### src/rtl/sbg_pkg.sv
package sbg_pkg;
  localparam int unsigned PRE_SEL_W = 2;
  localparam int unsigned DIV_SEL_W = 3;
  localparam int unsigned PRE_CNT_W = 4;

  typedef struct packed {
    logic [PRE_SEL_W-1:0] pre;
    logic [DIV_SEL_W-1:0] tx;
    logic [DIV_SEL_W-1:0] rx;
  } sbg_ctrl_t;

  function automatic logic [PRE_CNT_W-1:0] pre_factor(input logic [PRE_SEL_W-1:0] sel);
    case (sel)
      2'd0:    pre_factor = 4'd1;
      2'd1:    pre_factor = 4'd3;
      2'd2:    pre_factor = 4'd4;
      default: pre_factor = 4'd13;
    endcase
  endfunction
endpackage

### src/rtl/sbg_prescaler.sv
module sbg_prescaler #(
  parameter int unsigned CNT_W = 4
) (
  input  logic             clk_i,
  input  logic             rst_ni,
  input  logic             clr_i,
  input  logic [CNT_W-1:0] factor_i,
  output logic             en_o
);
  logic [CNT_W-1:0] cnt_q;
  logic [CNT_W-1:0] last;

  assign last = factor_i - 1'b1;
  assign en_o = (cnt_q == last);

  always_ff @(posedge clk_i or negedge rst_ni) begin
    if (!rst_ni)    cnt_q <= '0;
    else if (clr_i) cnt_q <= '0;
    else if (en_o)  cnt_q <= '0;
    else            cnt_q <= cnt_q + 1'b1;
  end

  a_r8_pre_bound: assert property (@(posedge clk_i) disable iff (!rst_ni)
    cnt_q < factor_i);
  a_r7_pre_clear: assert property (@(posedge clk_i) disable iff (!rst_ni)
    clr_i |=> cnt_q == '0);
endmodule

### src/rtl/sbg_divider.sv
module sbg_divider #(
  parameter int unsigned SEL_W = 3,
  localparam int unsigned CNT_W = (1 << SEL_W) - 1
) (
  input  logic             clk_i,
  input  logic             rst_ni,
  input  logic             clr_i,
  input  logic             en_i,
  input  logic [SEL_W-1:0] sel_i,
  output logic             tick_o
);
  logic [CNT_W-1:0] cnt_q;
  logic [CNT_W-1:0] lim;
  logic [CNT_W:0]   span;

  assign span   = {{CNT_W{1'b0}}, 1'b1} << sel_i;
  assign lim    = CNT_W'(span - 1'b1);
  assign tick_o = en_i && (cnt_q == lim);

  always_ff @(posedge clk_i or negedge rst_ni) begin
    if (!rst_ni)     cnt_q <= '0;
    else if (clr_i)  cnt_q <= '0;
    else if (tick_o) cnt_q <= '0;
    else if (en_i)   cnt_q <= cnt_q + 1'b1;
  end

  a_r8_div_bound: assert property (@(posedge clk_i) disable iff (!rst_ni)
    cnt_q <= lim);
  a_r6_single_tick: assert property (@(posedge clk_i) disable iff (!rst_ni)
    (tick_o && lim != '0 && !clr_i) |=> !tick_o);
endmodule

### src/rtl/sbg_top.sv
module sbg_top
  import sbg_pkg::*;
#(
  parameter int unsigned REG_W = 8
) (
  input  logic             clk_i,
  input  logic             rst_ni,
  input  logic             wr_en_i,
  input  logic [REG_W-1:0] wr_data_i,
  output logic [REG_W-1:0] rd_data_o,
  output logic             tx_tick_o,
  output logic             rx_tick_o
);
  localparam int unsigned N_DIR = 2;

  sbg_ctrl_t ctrl_q;
  logic      pre_en;
  logic [DIV_SEL_W-1:0] dir_sel [N_DIR];
  logic [N_DIR-1:0]     dir_tick;

  always_ff @(posedge clk_i or negedge rst_ni) begin
    if (!rst_ni)      ctrl_q <= '0;
    else if (wr_en_i) ctrl_q <= sbg_ctrl_t'(wr_data_i);
  end

  assign rd_data_o = REG_W'(ctrl_q);

  sbg_prescaler #(.CNT_W(PRE_CNT_W)) u_pre (
    .clk_i    (clk_i),
    .rst_ni   (rst_ni),
    .clr_i    (wr_en_i),
    .factor_i (pre_factor(ctrl_q.pre)),
    .en_o     (pre_en)
  );

  assign dir_sel[0] = ctrl_q.tx;
  assign dir_sel[1] = ctrl_q.rx;

  for (genvar d = 0; d < N_DIR; d++) begin : g_dir
    sbg_divider #(.SEL_W(DIV_SEL_W)) u_div (
      .clk_i  (clk_i),
      .rst_ni (rst_ni),
      .clr_i  (wr_en_i),
      .en_i   (pre_en),
      .sel_i  (dir_sel[d]),
      .tick_o (dir_tick[d])
    );
  end

  assign tx_tick_o = dir_tick[0];
  assign rx_tick_o = dir_tick[1];

  a_r1_readback: assert property (@(posedge clk_i) disable iff (!rst_ni)
    wr_en_i |=> rd_data_o == $past(wr_data_i));
  a_r1_hold: assert property (@(posedge clk_i) disable iff (!rst_ni)
    !wr_en_i |=> $stable(rd_data_o));
  a_r7_tick_after_write: assert property (@(posedge clk_i) disable iff (!rst_ni)
    (wr_en_i && wr_data_i[7:6] != 2'b00) |=> !tx_tick_o && !rx_tick_o);
endmodule

### config.mk
export PLATFORM = sky130hd
export DESIGN_NAME = sbg_top
export DESIGN_NICKNAME = d
export VERILOG_FILES = /design/src/rtl/sbg_pkg.sv /design/src/rtl/sbg_prescaler.sv /design/src/rtl/sbg_divider.sv /design/src/rtl/sbg_top.sv
export SDC_FILE = /design/constraint.sdc
export NUM_CORES = 1
export LEC_CHECK = 0
export BUFFER_PORTS_ARGS = -buffer_cell sky130_fd_sc_hd__buf_2
export CELL_PAD_IN_SITES_DETAIL_PLACEMENT = 1
export CELL_PAD_IN_SITES_GLOBAL_PLACEMENT = 2
export CORE_MARGIN = 2
export CORE_UTILIZATION = 30
export CTS_CLUSTER_SIZE = 40
export DETAILED_ROUTE_END_ITERATION = 8
export PLACE_DENSITY = 0.83
export SYNTH_ARGS = -nofsm -noshare
export SYNTH_HDL_FRONTEND = slang
export SYNTH_SLANG_ARGS = --single-unit
### constraint.sdc
create_clock -name clk_i -period 1.9 [get_ports clk_i]
set_clock_uncertainty 0.1 [all_clocks]
set_input_delay 0.19 -clock clk_i [delete_from_list [all_inputs] [get_ports clk_i]]
set_output_delay 0.19 -clock clk_i [all_outputs]
set_load 0.03 [all_outputs]
# Word level (Yosys, flattened, before mapping)

Index checks and enable logic that the tools add are counted.

Register bits after elaboration: 26
Word-level logic and storage cells: 33
Input port bits: 11

Add/sub/neg operators: 6
Shifts and indexed selects: 2
Muxes and demuxes: 9
Eq/ne operators: 5
Reduce and logical (&&, ||, !) cells: 5

Operator list:

| cell                                                 | count |
|---|---|
| 2-to-1 mux 7 bit                                     | 6 |
| adder 7 x 1 -> 7 bit (second input constant)         | 2 |
| equality test 7 bit                                  | 2 |
| left shift 1 x 3 -> 7 bit (first input constant)     | 2 |
| subtractor 7 x 1 -> 7 bit (second input constant)    | 2 |
| one-hot mux 4 bit (3 select lines)                   | 1 |
| 2-to-1 mux 4 bit                                     | 2 |
| nonzero test 3 bit                                   | 2 |
| adder 4 x 1 -> 4 bit (second input constant)         | 1 |
| equality test 4 bit                                  | 1 |
| subtractor 4 x 1 -> 4 bit (second input constant)    | 1 |
| equality test 2 x 1 -> 1 bit (second input constant) | 1 |
| equality test 2 bit (second input constant)          | 1 |
| logical AND 1 bit                                    | 2 |
| zero test 2 bit                                      | 1 |

# Longest topological paths before layout

Depth after elaboration: 7
Gate-level depth with buffers: 8

# Hierarchy

Synthesis repeated with hierarchy kept, for this count alone.

Cell total of the unflattened synthesis: 169
Area, all modules: 1685.4 um2

By module, submodules not included:

| module        | sequential area each (um2) | cells an instance | area an instance (um2) | times used |
|---|---|---|---|---|
| sbg_divider   | 175.2                      | 62                | 528.0                  | 2 |
| sbg_top       | 200.2                      | 21                | 354.1                  | 1 |
| sbg_prescaler | 100.1                      | 24                | 275.3                  | 1 |

# Worst setup path before layout

Ideal clock, no wire load.

Kind: reg-to-reg
Start point: register ctrl_q (netlist bit rd_data_o[6])
End point: register g_dir[1].u_div.cnt_q[2]
Cell stages (with the launch flop): 8
Setup time: 0.167 ns
Data arrival time: 2.479 ns
Required time: 1.633 ns
Clock period less this slack: 2.746 ns
Path slack: -0.846 ns
Path buffers: 0
Cell sequence: dfrtp_1 inv_1 ha_1 xor2_1 o211ai_2 a21o_1 nor3_1 nor3_1

Longest elaborated chain between the ends: 7
Elaborated cells between the ends (all ways): 10
Those cells by class: add/sub: 1; eq/ne: 3; mux: 3; reduce/logical: 3

RTL lines:

| element                                           | line                | text |
|---|---|---|
| start, declared                                   | sbg_top.sv:16       | `sbg_ctrl_t ctrl_q;` |
| start signal, assigned                            | sbg_top.sv:23       | `else if (wr_en_i) ctrl_q <= sbg_ctrl_t'(wr_data_i);` |
| equality test 2 bit, or another cell as far along | sbg_pkg.sv:13       | `case (sel)` |
| one-hot mux 4 bit (3 select lines) (*)            | sbg_pkg.sv:13       |  |
| subtractor 4 x 1 -> 4 bit (*)                     | sbg_prescaler.sv:13 | `assign last = factor_i - 1'b1;` |
| equality test 4 bit (*)                           | sbg_prescaler.sv:14 | `assign en_o = (cnt_q == last);` |
| logical AND 1 bit (*)                             | sbg_divider.sv:18   | `assign tick_o = en_i && (cnt_q == lim);` |
| named net rx_tick_o                               | sbg_top.sv:12       | `output logic rx_tick_o` |
| 2-to-1 mux 7 bit                                  | sbg_divider.sv:23   | `else if (tick_o) cnt_q <= '0;` |
| 2-to-1 mux 7 bit                                  | sbg_divider.sv:22   | `else if (clr_i) cnt_q <= '0;` |
| end signal, assigned                              | sbg_divider.sv:24   | `else if (en_i) cnt_q <= cnt_q + 1'b1;` |
| end, declared                                     | sbg_divider.sv:12   | `logic [CNT_W-1:0] cnt_q;` |

Mark *: on every way through the listed nets, which the timed path passes. The rest lies on a longest branch.
A chain may end at the register's enable or synchronous reset.

# Final worst setup path

Start point: register ctrl_q (netlist bit rd_data_o[4])
End point: output tx_tick_o

Longest elaborated chain between the ends: 4

RTL lines:

| element                   | line              | text |
|---|---|---|
| left shift 1 x 3 -> 7 bit | sbg_divider.sv:16 | `assign span = {{CNT_W{1'b0}}, 1'b1} << sel_i;` |
| subtractor 7 x 1 -> 7 bit | sbg_divider.sv:17 | `assign lim = CNT_W'(span - 1'b1);` |
| equality test 7 bit       | sbg_divider.sv:18 |  |
| logical AND 1 bit         | sbg_divider.sv:18 |  |
| end, declared             | sbg_top.sv:11     | `output logic tx_tick_o,` |

No other way between the ends.

==> flow_summary.ini <==
[run_status]
status = finished, violations left
violations = negative setup slack

[timing]
rsz0062_at_grt = yes
timing.final.ws_setup_ns = -0.3440
slew_headroom = 0.5668
fmax_ghz = 0.4456
finalCritPeriodShare = 1.181
setup_viol = 15
tightest_slew_ns = 0.6498
maxSlewViolCount = 0
hold_viol = 0
period_needed_ns = 2.244

[run]
drv_cap = 0

[die]
num_io_pins = 21
die_w_microns = 77.75
die_height_microns = 77.75
start_util = 0.3154
dieArea_sq_um = 6044
coreArea_sq_um = 5172
row_count = 26

[route]
wl_per_cell_microns = 18.12
via_per_inst = 5.383
finalWirelength_microns = 5818
firstDrtPassIters = 4
vias = 1728
drcViolationCount = 0
drt_iter0_drc = 41
ant_nets = 0

[clocking]
cts_buffers = 3
cts_tree = built
clk_pin_slew_ns = 0.10
insertion_delay_ns = 0.28
cts_sinks = 26
cts-root-buf = clkbuf_8
cts_max_level = 1
clk_path_buf_depth = 2

[worst_setup_path]
cp-start-kind = register
reg2reg_depth = 9
r2r-end = g_dir[1].u_div.cnt_q[6]$_DFFE_PN0P_
r2r-start = rd_data_o[6]$_DFFE_PN0P_
worstPathMaxFanout = 7
r2r_setup_slack_ns = -0.24
arrival_ns = 1.95
crit_path_end_kind = primary output
critPathKind = reg -> out
cp_data_required_time_ns = 1.61

[synth]
ys_warn_count = 0
synth-seq-cells = 26
synth-main-ff-cell = dfrtp_1
synth_cell_types = 45
synthesis.area_sq_um = 1632
syn_area_per_cell_sq_um = 9.166
ys_seq_area_frac = 0.3988
synth_nets = 194
synth_edf_count = 0
syn_inst = 178
ys_async_sr_fraction = 1.000

[global_route]
grt_pass1_wl_microns = 8328
grt_overflow = 0
grt_pass1_vias = 1730
grt_max_degree = 27
grt_antenna_before_repair = 0
grt_use_total = 0.1697

[layout]
area_delta_synth_final_pct = 69.48
final_common_cell = buf_4
finalInstanceArea_sq_um = 2765
fin_nets = 268
final_cell_mix = 44 x buf_4, 21 x dfrtp_1, 18 x nand2_1, 18 x buf_2, 18 x buf_6
drive_above_1_share = 0.5817
n_antenna_cell = 0

[hold_path]
hold_path_class = in -> reg
min_to = rd_data_o[6]$_DFFE_PN0P_
min_from = wr_data_i[6]
hold_path_depth = 3

[power_and_ir_drop]
power_mw = 2.480
p_leak_nw = 1.128
power_density_nw_per_um2 = 896.7
max-vdd-ir-drop_mv = 0.4010

[placed_design]
dpl-instance-area_sq_um = 2031
port_buffers = 20
gp_congestion = 0.8143
dp_hpwl_microns = 3377
==> synthesized netlist by cell type, types with 2 or more instances <==
cell type	number	area, sq um
dfrtp_1	26	650.6
nand2_1	18	67.56
nor3_1	14	70.07
a21oi_1	11	55.05
nand3_1	10	50.05
clkbuf_1	6	22.52
mux2_2	6	67.56
o21ai_0	6	30.03
xor2_1	6	52.55
ha_1	5	62.56
nor2_1	5	18.77
o311ai_0	5	43.79
inv_1	4	15.01
nand2b_1	4	25.02
or3_1	4	25.02
and3_1	3	18.77
nor2b_1	3	18.77
nor4_1	3	18.77
o211ai_1	3	22.52
a21o_1	2	15.01
a31oi_1	2	12.51
and2_1	2	12.51
buf_2	2	10.01
buf_6	2	22.52
nand4_1	2	12.51
nor3b_1	2	15.01
o211ai_2	2	25.02
o22ai_1	2	12.51
xnor2_1	2	17.52
==> cells by family (layout without fill, tap and decap cells) <==
kind of cell,after synthesis,after routing,share of synthesized area
buffers and inverters,16,89,0.05061
and+or+nand+nor,75,75,0.2446
DFF,26,26,0.3988
muxes,6,6,0.04141
xor gates and xnor gates,8,8,0.04295
AOI/OAI and AO/OA,42,42,0.1833
adders and majority gates,5,5,0.03834
==> where the power goes <==
group	internal (mW)	leakage (nW)	total (mW)	switching (mW)
Clock	0.282	0.0357	0.480	0.198
Sequential	0.611	0.338	0.705	0.0947
Combinational	0.657	0.755	1.29	0.637
Total	1.55	1.13	2.48	0.929
==> worst max-delay path, stage by stage, from the launching register on <==
cell and delay, ns:
dfrtp_2 0.47, or3_4 0.38, or3_1 0.31, and3_4 0.19, nor3_4 0.17, buf_6 0.16
==> per-stage QoR <==
stage               hold slack, ns  setup TNS, ns  cells    util  worst slack, ns
finish                     0.01661         -2.113    321  0.5346          -0.3440
global route               0.02768         -3.353    321  0.5346          -0.4217
CTS                        0.01304        -0.8658    299  0.4371          -0.3869
detailed placement          0.1519         -1.324    288  0.3926          -0.1605
global placement            0.1412        -0.9267    288  0.3926          -0.1067
floorplan                  -0.2056         -2.288    178       -          -0.2283
==> worst max-delay path by stage <==
stage / from / end / slack (ns)
after floorplan: rd_data_o[5]$_DFFE_PN0P_ / g_dir[0].u_div.cnt_q[6]$_DFFE_PN0P_ / -0.23
after global placement: rd_data_o[6]$_DFFE_PN0P_ / g_dir[1].u_div.cnt_q[6]$_DFFE_PN0P_ / -0.11
after detailed placement: rd_data_o[6]$_DFFE_PN0P_ / g_dir[1].u_div.cnt_q[5]$_DFFE_PN0P_ / -0.16
after CTS: rd_data_o[4]$_DFFE_PN0P_ / tx_tick_o / -0.39
after global routing: rd_data_o[4]$_DFFE_PN0P_ / tx_tick_o / -0.42
final: rd_data_o[4]$_DFFE_PN0P_ / tx_tick_o / -0.34
==> routing by layer <==
metal  vias to the layer above  wire (microns)  global-route usage
li1                        804               -                   -
met1                       889            2345              0.2140
met2                        29            3280              0.3147
met3                         6             136             0.01860
met4                         0              56             0.02679
met5                         -               0                   0
==> flip-flops by register name (all words and copies together), names as in the netlist <==
name / flops
g_dir.u_div.cnt_q: 14
u_pre.cnt_q: 4
rd_data_o: 8
==> final cells by class <==
type	count	area, sq um
Clock buffer	3	41.29
Clock inverter	1	30.03
Fill cell	575	2407
Inverter	4	15.01
Multi-Input combinational cell	136	1301
Sequential cell	26	656.9
Tap cell	70	87.58
Timing Repair Buffer	81	633.1
==> repair_timing <==
item | in CTS | in global routing
endpoints found under the hold margin | 26 | 0
setup endpoints to repair | 16 | 16
pin swaps | 2 | 25
gates resized for setup | 28 | 57
hold buffers | 1 | 0
buffers inserted | 6 | 24
Note: power is estimated with default switching activity, not from simulation.
